===== src/rtl/qlvl_pkg.sv =====
package qlvl_pkg;
  localparam int ST_RX_FULL = 0;
  localparam int ST_TX_LOW  = 1;
  localparam int ST_RX_OVF  = 2;
  localparam int ST_RX_UDF  = 3;
  localparam int ST_TX_OVF  = 4;
  localparam int ST_TX_UDF  = 5;
  localparam int ST_W       = 6;
  localparam int STICKY_W   = 4;
  localparam int STICKY_LSB = 2;
endpackage


===== src/rtl/qlvl_counter.sv =====
module qlvl_counter #(
  parameter int DEPTH = 16,
  parameter int LW    = $clog2(DEPTH + 1)
) (
  input  logic          clk,
  input  logic          rst_n,
  input  logic          push,
  input  logic          pop,
  output logic [LW-1:0] level,
  output logic          ovf,
  output logic          udf
);
  localparam logic [LW-1:0] FULL = LW'(DEPTH);

  logic [LW-1:0] level_q, level_d;
  logic          push_ok, pop_ok;

  always_comb begin
    push_ok = push && (level_q != FULL);
    pop_ok  = pop  && (level_q != '0);
    ovf     = push && !push_ok;
    udf     = pop  && !pop_ok;
    level_d = level_q;
    if (push_ok && !pop_ok) level_d = level_q + 1'b1;
    if (pop_ok && !push_ok) level_d = level_q - 1'b1;
  end

  always_ff @(posedge clk or negedge rst_n) begin
    if (!rst_n)                 level_q <= '0;
    else if (push_ok || pop_ok) level_q <= level_d;
  end

  assign level = level_q;
endmodule


===== src/rtl/qlvl_dma_req.sv =====
module qlvl_dma_req #(
  parameter int DEPTH    = 16,
  parameter int LW       = $clog2(DEPTH + 1),
  parameter bit LOW_SIDE = 1'b1
) (
  input  logic          clk,
  input  logic          rst_n,
  input  logic          en,
  input  logic [LW-1:0] level,
  input  logic [LW-1:0] wmark,
  input  logic          ack,
  output logic          req
);
  localparam logic [LW-1:0] FULL = LW'(DEPTH);

  logic [LW-1:0] wm_sat;
  logic          hit;
  logic          gap_q, gap_d;

  assign wm_sat = (wmark > FULL) ? FULL : wmark;

  generate
    if (LOW_SIDE) begin : g_low
      assign hit = (level <= wm_sat);
    end else begin : g_high
      assign hit = (level >= wm_sat);
    end
  endgenerate

  always_comb begin
    gap_d = ack;
  end

  always_ff @(posedge clk or negedge rst_n) begin
    if (!rst_n)                  gap_q <= 1'b1;
    else if (gap_q != gap_d)     gap_q <= gap_d;
  end

  assign req = en && hit && !gap_q;
endmodule


===== src/rtl/qlvl_dma_unit.sv =====
module qlvl_dma_unit
  import qlvl_pkg::*;
#(
  parameter int DEPTH = 16,
  parameter int LW    = $clog2(DEPTH + 1)
) (
  input  logic                clk,
  input  logic                rst_n,
  input  logic                tx_push,
  input  logic                tx_pop,
  input  logic                rx_push,
  input  logic                rx_pop,
  input  logic [LW-1:0]       tx_thresh,
  input  logic [LW-1:0]       rx_thresh,
  input  logic [LW-1:0]       tx_wmark,
  input  logic [LW-1:0]       rx_wmark,
  input  logic [1:0]          dma_en,
  input  logic [ST_W-1:0]     irq_mask,
  input  logic [STICKY_W-1:0] sticky_clr,
  input  logic                tx_dma_ack,
  input  logic                rx_dma_ack,
  output logic [ST_W-1:0]     status,
  output logic                irq,
  output logic [LW-1:0]       rx_level,
  output logic                rx_not_empty,
  output logic [LW-1:0]       tx_level,
  output logic                tx_dma_req,
  output logic                rx_dma_req
);
  logic rx_ovf, rx_udf, tx_ovf, tx_udf;
  logic [STICKY_W-1:0] err_set, sticky_q, sticky_d;

  qlvl_counter #(.DEPTH(DEPTH), .LW(LW)) u_rxq (
    .clk(clk), .rst_n(rst_n), .push(rx_push), .pop(rx_pop),
    .level(rx_level), .ovf(rx_ovf), .udf(rx_udf));

  qlvl_counter #(.DEPTH(DEPTH), .LW(LW)) u_txq (
    .clk(clk), .rst_n(rst_n), .push(tx_push), .pop(tx_pop),
    .level(tx_level), .ovf(tx_ovf), .udf(tx_udf));

  qlvl_dma_req #(.DEPTH(DEPTH), .LW(LW), .LOW_SIDE(1'b1)) u_txreq (
    .clk(clk), .rst_n(rst_n), .en(dma_en[1]), .level(tx_level),
    .wmark(tx_wmark), .ack(tx_dma_ack), .req(tx_dma_req));

  qlvl_dma_req #(.DEPTH(DEPTH), .LW(LW), .LOW_SIDE(1'b0)) u_rxreq (
    .clk(clk), .rst_n(rst_n), .en(dma_en[0]), .level(rx_level),
    .wmark(rx_wmark), .ack(rx_dma_ack), .req(rx_dma_req));

  // Order matches status bits 5..2
  assign err_set = {tx_udf, tx_ovf, rx_udf, rx_ovf};

  always_comb begin
    sticky_d = (sticky_q & ~sticky_clr) | err_set;
  end

  always_ff @(posedge clk or negedge rst_n) begin
    if (!rst_n)                    sticky_q <= '0;
    else if (sticky_d != sticky_q) sticky_q <= sticky_d;
  end

  always_comb begin
    status                       = '0;
    status[ST_RX_FULL]           = (rx_level > rx_thresh);
    status[ST_TX_LOW]            = (tx_level <= tx_thresh);
    status[ST_W-1:STICKY_LSB]    = sticky_q;
  end

  assign irq          = |(status & irq_mask);
  assign rx_not_empty = (rx_level != '0);
endmodule


===== config.mk =====
export PLATFORM = sky130hd
export DESIGN_NAME = qlvl_dma_unit
export DESIGN_NICKNAME = d
export VERILOG_FILES = /design/src/rtl/qlvl_pkg.sv /design/src/rtl/qlvl_counter.sv /design/src/rtl/qlvl_dma_req.sv /design/src/rtl/qlvl_dma_unit.sv
export SDC_FILE = /design/constraint.sdc
export NUM_CORES = 1
export LEC_CHECK = 0
export ABC_CLOCK_PERIOD_IN_PS = 2600
export BUFFER_PORTS_ARGS = -buffer_cell sky130_fd_sc_hd__buf_2
export CORE_MARGIN = 8
export CORE_UTILIZATION = 49
export DETAILED_ROUTE_END_ITERATION = 16
export PLACE_DENSITY_LB_ADDON = 0.2
export SLEW_MARGIN = 0
export SYNTH_ARGS = -nofsm -noshare
export SYNTH_HDL_FRONTEND = slang
export SYNTH_HIERARCHICAL = 1
export SYNTH_SLANG_ARGS = --single-unit

===== constraint.sdc =====
create_clock -name clk -period 2.6 [get_ports clk]
set_clock_uncertainty 0.05 [all_clocks]
set_input_delay 0.65 -clock clk [delete_from_list [all_inputs] [get_ports clk]]
set_output_delay 0.65 -clock clk [all_outputs]
set_load 0.02 [all_outputs]

==> reports/metrics.yaml, run 1 <==
status:
  outcome: "complete, but fails checks"
  violations: "negative setup slack"
sta:
  setup_ws_ns: -0.0745
  rsz0062_at_grt: "true"
  hold_violations: 0
  slew_violations: 0
  max_freq_mhz: 374
  worst_pin_slew_ns: 0.353
  max_slew_margin: 0.763
  holdWs_ns: 0.206
  period_minus_slack_ns: 2.67
  finalSetupViolCount: 1
  fin_crit_sh: 1.03
worst_setup_path:
  worstSetupPathType: "input port to output port"
  endpoint_kind: "output port"
  path_max_fanout: 2
  crit_path_start_kind: "input port"
  cp.arrival_ns: 1.97
  crit_required_ns: 1.90
final_layout:
  final_core_util: 0.724
  layout_commonest_cell: "buf_2"
  syn_to_final_growth_pct: 40.0
  n_antenna_cell: 0
  layout_common_cells: "52 x buf_2, 22 x buf_4, 21 x nand2_1, 21 x ha_1, 15 x inv_1"
  final_layout_size_suffix_gt1_frac: 0.440
  fin_nets: 328
  postLayoutCellArea_um2: 2230
placed_design:
  place_area_um2: 2000
  post-place-ws_ns: -0.100
  io_buffer_count: 59
  dp_hpwl_um: 3280
  routabilityCongestion: 0.845
job:
  maxCapViolCount: 0
cts:
  postCtsHoldBufs: 0
  clk_pin_slew_ns: 0.10
  cts.sinks: 16
  cts_buffer_depth: 2
  clk_latency_ns: 0.29
  cts_max_level: 1
  numCtsBuffers: 3
  cts_root_buf: "clkbuf_4"
  cts_tree: "built"
grt:
  antenna_found_initial: 0
  grt_pass1_vias: 1533
  grt_pass1_wl_um: 6780
  grt_usage: 0.155
  grt_max_degree: 17
  grt_remaining_overflow: 0
min_path:
  min_path_type: "input port to asynchronous set/reset pin"
routing:
  vias: 1573
  antenna_left: 0
  drtPass1Iterations: 4
  viasPerCell: 5.19
  remaining_drc_errors: 0
  wl_um: 4290
  wl_per_cell_um: 14.2
  drt_iter0_drc: 93
synthesis:
  syn_inst: 186
  syn_area_um2: 1590
  yosysUniqueCellTypes: 41
  synth_nets: 254
  synth.avg_cell_area_um2: 8.55
  yosysWarningCount: 6
  ys_ff_latch: 16
  ys_seq_area_frac: 0.253
power:
  p_leak_nw: 1.17
  powerDensity_nw_per_um2: 1050
  vdd_ir_drop_max_mv: 0.477
  total_power_w: 0.00234
floorplanning:
  die_w_um: 73.0
  die_h_um: 73.0
  fp.dieArea_um2: 5320
  std_cell_rows: 20
  core_um2: 3080
  ios: 60
  initial_utilization: 0.517
cells by family (layout without fill, tap and decap cells):
kind of cell / after synthesis / count (layout) / share of synthesized area
simple gates: 63 / 63 / 0.210
compound gates: 35 / 35 / 0.149
buf+inv: 30 / 103 / 0.0865
fa+ha+maj: 28 / 28 / 0.220
flops: 16 / 16 / 0.253
xor+xnor: 12 / 12 / 0.0661
mux: 2 / 2 / 0.0142
layout make-up:
class                   instances  area (µm²)
clock buffers                   4        36.3
flip-flops and latches         16         414
multi-input cells             140        1150
repair buffers                 79         482
fillers                       247         851
inverters                      20        85.1
well taps                      44        55.1
worst paths after layout:
check	to	slack, ns	cells after the start	start
worst max-delay path	irq	-0.07	8	rx_thresh[2]
worst min-delay path	u_txq/level[1]$_DFFE_PN0P_	0.21	1	rst_n
worst max register to register	u_rxq/level[4]$_DFFE_PN0P_	0.18	11	u_rxq/level[3]$_DFFE_PN0P_
worst min register to register	sticky_q[3]$_DFFE_PN0P_	0.48	1	sticky_q[3]$_DFFE_PN0P_
max in group asynchronous	u_rxreq/gap_q$_DFFE_PN1P_	1.98	1	rst_n
min in group clk	u_txreq/gap_q$_DFFE_PN1P_	0.40	1	tx_dma_ack
sequential cells by signal, summed over array words and instances (netlist names):
register / count
sticky_q: 4
u_rxq/level: 5
u_rxreq/gap_q: 1
u_txq/level: 5
u_txreq/gap_q: 1
critical path, cell delays in order:
cell and delay [ns]:
buf_6 0.10, inv_4 0.05, ha_4 0.19, nand4_1 0.11, nor2_1 0.06, o32a_1 0.36, a221o_1 0.32, buf_6 0.14
through the flow:
stage | cells | TNS (ns)
after floorplan | 186 | 0
after global placement | 289 | -0.0574
after detailed placement | 289 | -0.108
after CTS | 298 | -0.0512
after global routing | 303 | -0.156
final | 303 | -0.0745
Yosys cell counts:
library cell | n | area, µm²
ha_1 | 28 | 350
nand2_1 | 21 | 78.8
inv_1 | 20 | 75.1
dfrtp_1 | 14 | 350
nor2_1 | 9 | 33.8
xor2_1 | 8 | 70.1
a21o_1 | 6 | 45.0
nand3_1 | 6 | 30.0
a21oi_1 | 4 | 20.0
and3_1 | 4 | 25.0
clkbuf_1 | 4 | 15.0
nand4_1 | 4 | 25.0
o21ai_0 | 4 | 20.0
xnor2_1 | 4 | 35.0
a31oi_1 | 3 | 18.8
nor2b_1 | 3 | 18.8
nor4_1 | 3 | 18.8
o211ai_1 | 3 | 22.5
o21ai_1 | 3 | 15.0
a211oi_1 | 2 | 15.0
a21boi_0 | 2 | 15.0
a22oi_1 | 2 | 15.0
buf_2 | 2 | 10.0
buf_4 | 2 | 15.0
buf_6 | 2 | 22.5
dfstp_2 | 2 | 52.6
mux2_2 | 2 | 22.5
nand4b_1 | 2 | 17.5
nand4bb_1 | 2 | 22.5
nor3_1 | 2 | 10.0
o32ai_1 | 2 | 17.5
or2_1 | 2 | 12.5
a21boi_1 | 1 | 7.51
a221o_1 | 1 | 10.0
and2_1 | 1 | 6.26
and4_1 | 1 | 8.76
nand2b_1 | 1 | 6.26
nand3b_1 | 1 | 7.51
nor3b_2 | 1 | 12.5
o22ai_1 | 1 | 6.26
o32a_1 | 1 | 10.0
what timing repair did:
item,4_1_cts,5_1_grt
endpoints found under the setup margin,2,5
gates resized for setup,16,18
pin swaps,8,4
buffers inserted,5,5
metal layers:
layer,track usage,share of wire,up-vias
met3,0.0412,0.073,2
met5,0,0,-
met2,0.254,0.47,54
met1,0.194,0.46,716
met4,0.0400,0.0033,0
li1,-,-,801
where the power goes:
group	internal [W]	leakage [nW]	switching, W
logic	0.000791	0.960	0.000868
clock network	0.0000853	0.0210	0.0000812
registers	0.000364	0.185	0.000154
total	0.00124	1.17	0.00110
Note: power is estimated with default switching activity, not from simulation.
==> run 2: changes to the inputs <==
SYNTH_HIERARCHICAL = default   (was 1)
==> run 2 against run 1 <==
- the run still ends with negative setup slack left
- global-route usage is 0.11 points higher
- via count is 0.32% lower
- worst setup slack worse by 0.034 ns
- highest routed layer unchanged
==> reports/metrics.yaml, run 2 <==
status:
  outcome: "complete, but fails checks"
  violations: "negative setup slack"
cts:
  clk_pin_slew_ns: 0.10
  postCtsHoldBufs: 0
  cts_root_buf: "clkbuf_4"
  numCtsBuffers: 3
  cts_buffer_depth: 2
  cts_tree: "built"
  cts_max_level: 1
  cts.sinks: 16
  clk_latency_ns: 0.29
floorplanning:
  die_h_um: 71.7
  initial_utilization: 0.507
  die_w_um: 71.7
  std_cell_rows: 20
  core_um2: 3000
  fp.dieArea_um2: 5140
  ios: 60
placed_design:
  routabilityCongestion: 0.823
  post-place-ws_ns: -0.0524
  io_buffer_count: 59
  place_area_um2: 1960
  dp_hpwl_um: 3250
synthesis:
  ys.flop_type: "dfrtp_1"
  synth-edff-count: 0
  syn_inst: 181
  yosysTopAreaCellShare: 0.230
  yosys-top-cells-count: "28 x ha_1, 23 x nand2_1, 21 x inv_1"
  yosysWarningCount: 0
  ys_ff_latch: 16
  ys_seq_area_frac: 0.265
  synthTopCellsByArea: "dfrtp_1 23%, ha_1 23%, nand2_1 5.7%"
  yosysTopAreaCell: "dfrtp_1"
  ys_async_sr_fraction: 1.00
  yosysUniqueCellTypes: 32
  synth_nets: 251
  synth.avg_cell_area_um2: 8.41
  syn_area_um2: 1520
  synth.most_common_cell: "ha_1"
grt:
  grt_pass1_wl_um: 6620
  grt_remaining_overflow: 0
  grt_pass1_vias: 1495
  grt_usage: 0.156
  antenna_found_initial: 0
  grt_max_degree: 17
final_layout:
  postLayoutCellArea_um2: 2190
  num-fill-cells: 239
  n_antenna_cell: 0
  final_layout_size_suffix_gt1_frac: 0.405
  multiInputGateArea_um2: 1150
  fin_nets: 333
  syn_to_final_growth_pct: 44.2
  reg_top3: "u_rxq.level: 5 flops, u_txq.level: 5 flops, sticky_q: 4 flops"
  regArea_um2: 404
  layout_commonest_cell: "buf_2"
  layout_common_cells: "57 x buf_2, 23 x nand2_1, 21 x ha_1, 20 x inv_1, 20 x buf_4"
worst_setup_path:
  endpoint_kind: "output port"
  worstReg2RegStart: "u_rxq.level[2]$_DFFE_PN0P_"
  critical_path.startpoint: "u_txq.level[1]$_DFFE_PN0P_"
  path_max_fanout: 2
  worstSetupPathType: "register to output port"
  crit_path_start_kind: "register"
  crit_required_ns: 1.90
  rr_worst_depth: 10
  cp.arrival_ns: 2.01
sta:
  finalSetupViolCount: 2
  slew_violations: 0
  setup_ws_ns: -0.108
  period_minus_slack_ns: 2.71
  hold_violations: 0
  max_slew_margin: 0.748
  rsz0062_at_grt: "true"
  holdWs_ns: 0.209
  worst_pin_slew_ns: 0.379
  fin_crit_sh: 1.04
  max_freq_mhz: 369
  tns_ns: -0.126
power:
  total_power_w: 0.00237
  sequentialPowerShare: 0.193
  powerDensity_nw_per_um2: 1080
  power.switching_w: 0.00110
  p_comb_frac: 0.736
  p_leak_nw: 1.14
  vdd_ir_drop_max_mv: 0.467
  p_int_w: 0.00127
  clkPwrFrac: 0.071
  netSwitchingFraction: 0.464
routing:
  wl_um: 4170
  drt_iter0_drc: 32
  vias: 1568
  drtPass1Iterations: 4
  wl_per_cell_um: 14.1
  remaining_drc_errors: 0
  viasPerCell: 5.32
  antenna_left: 0
job:
  maxCapViolCount: 0
min_path:
  min_path_type: "input port to asynchronous set/reset pin"
-- run 2: changes by cell type in the layout (fill, tap and decap cells not counted), sizes merged, moves of 3 or more --
cell / before / now
o21ai: 7 / 15
nor2b: 3 / 9
a21oi: 4 / 8
and3: 4 / 0
nand4: 4 / 0
o311ai: 0 / 4
xor2: 8 / 4
a21boi: 3 / 0
a31oi: 3 / 0
inv: 20 / 23
o31a: 0 / 3
-- run 2: kinds of logic after synthesis --
family	after synthesis	share of synthesized area
simple gates	58	0.188
compound gates	44	0.189
fa+ha+maj	30	0.257
buf+inv	27	0.0666
flops	16	0.265
xor+xnor	6	0.0345
-- run 2: power by group through the flow --
stage                     Clock [W]  Combinational, W  Sequential (W)
final                      0.000168           0.00175        0.000458
after global placement            0           0.00145        0.000453
after global routing       0.000185           0.00194        0.000468
after floorplan                   0          0.000824        0.000603
after detailed placement          0           0.00149        0.000458
after CTS                  0.000171           0.00159        0.000448
-- run 2: cell type report --
cell class,count,area share
clock buffer,4,0.0165
tap,33,0.0188
sequential,16,0.184
inverter,23,0.0393
multi-input combinational,138,0.522
timing repair buffer,81,0.219
-- run 2: timing repair --
| item | 4_1_cts | 5_1_grt |
|---|---|---|
| endpoints found under the setup margin | 2 | 7 |
| resized for setup | 7 | 15 |
| pin swaps | 4 | 9 |
| setup buffers | 4 | 4 |
-- run 2: path summary, 6_finish.rpt --
path / end / slack, ns
min in group clk: u_rxreq.gap_q$_DFFE_PN1P_ / 0.39
hold / removal: u_txq.level[0]$_DFFE_PN0P_ / 0.21
max in group asynchronous: u_rxreq.gap_q$_DFFE_PN1P_ / 1.98
setup / recovery: irq / -0.11
hold reg to reg: sticky_q[1]$_DFFE_PN0P_ / 0.51
setup reg to reg: u_rxq.level[4]$_DFFE_PN0P_ / 0.09
-- run 2: metal layers --
layer	track usage	wire length [µm]	up-vias
li1	-	-	799
met1	0.203	1910	719
met2	0.234	1900	46
met3	0.0474	311	4
met4	0.0612	48	0
met5	0	0	-
-- run 2: worst max-delay path: stages, from the launching register on --
cell and delay (ns):
dfrtp_1 0.41, buf_6 0.13, ha_4 0.25, nor2b_2 0.12, o2111ai_1 0.13, a21o_1 0.21, a221o_1 0.33, buf_6 0.14
-- run 2: stage by stage --
stage,util,instances
floorplan,-,181
global placement,0.653,283
detailed placement,0.653,283
CTS,0.685,291
global route,0.731,295
finish,0.731,295
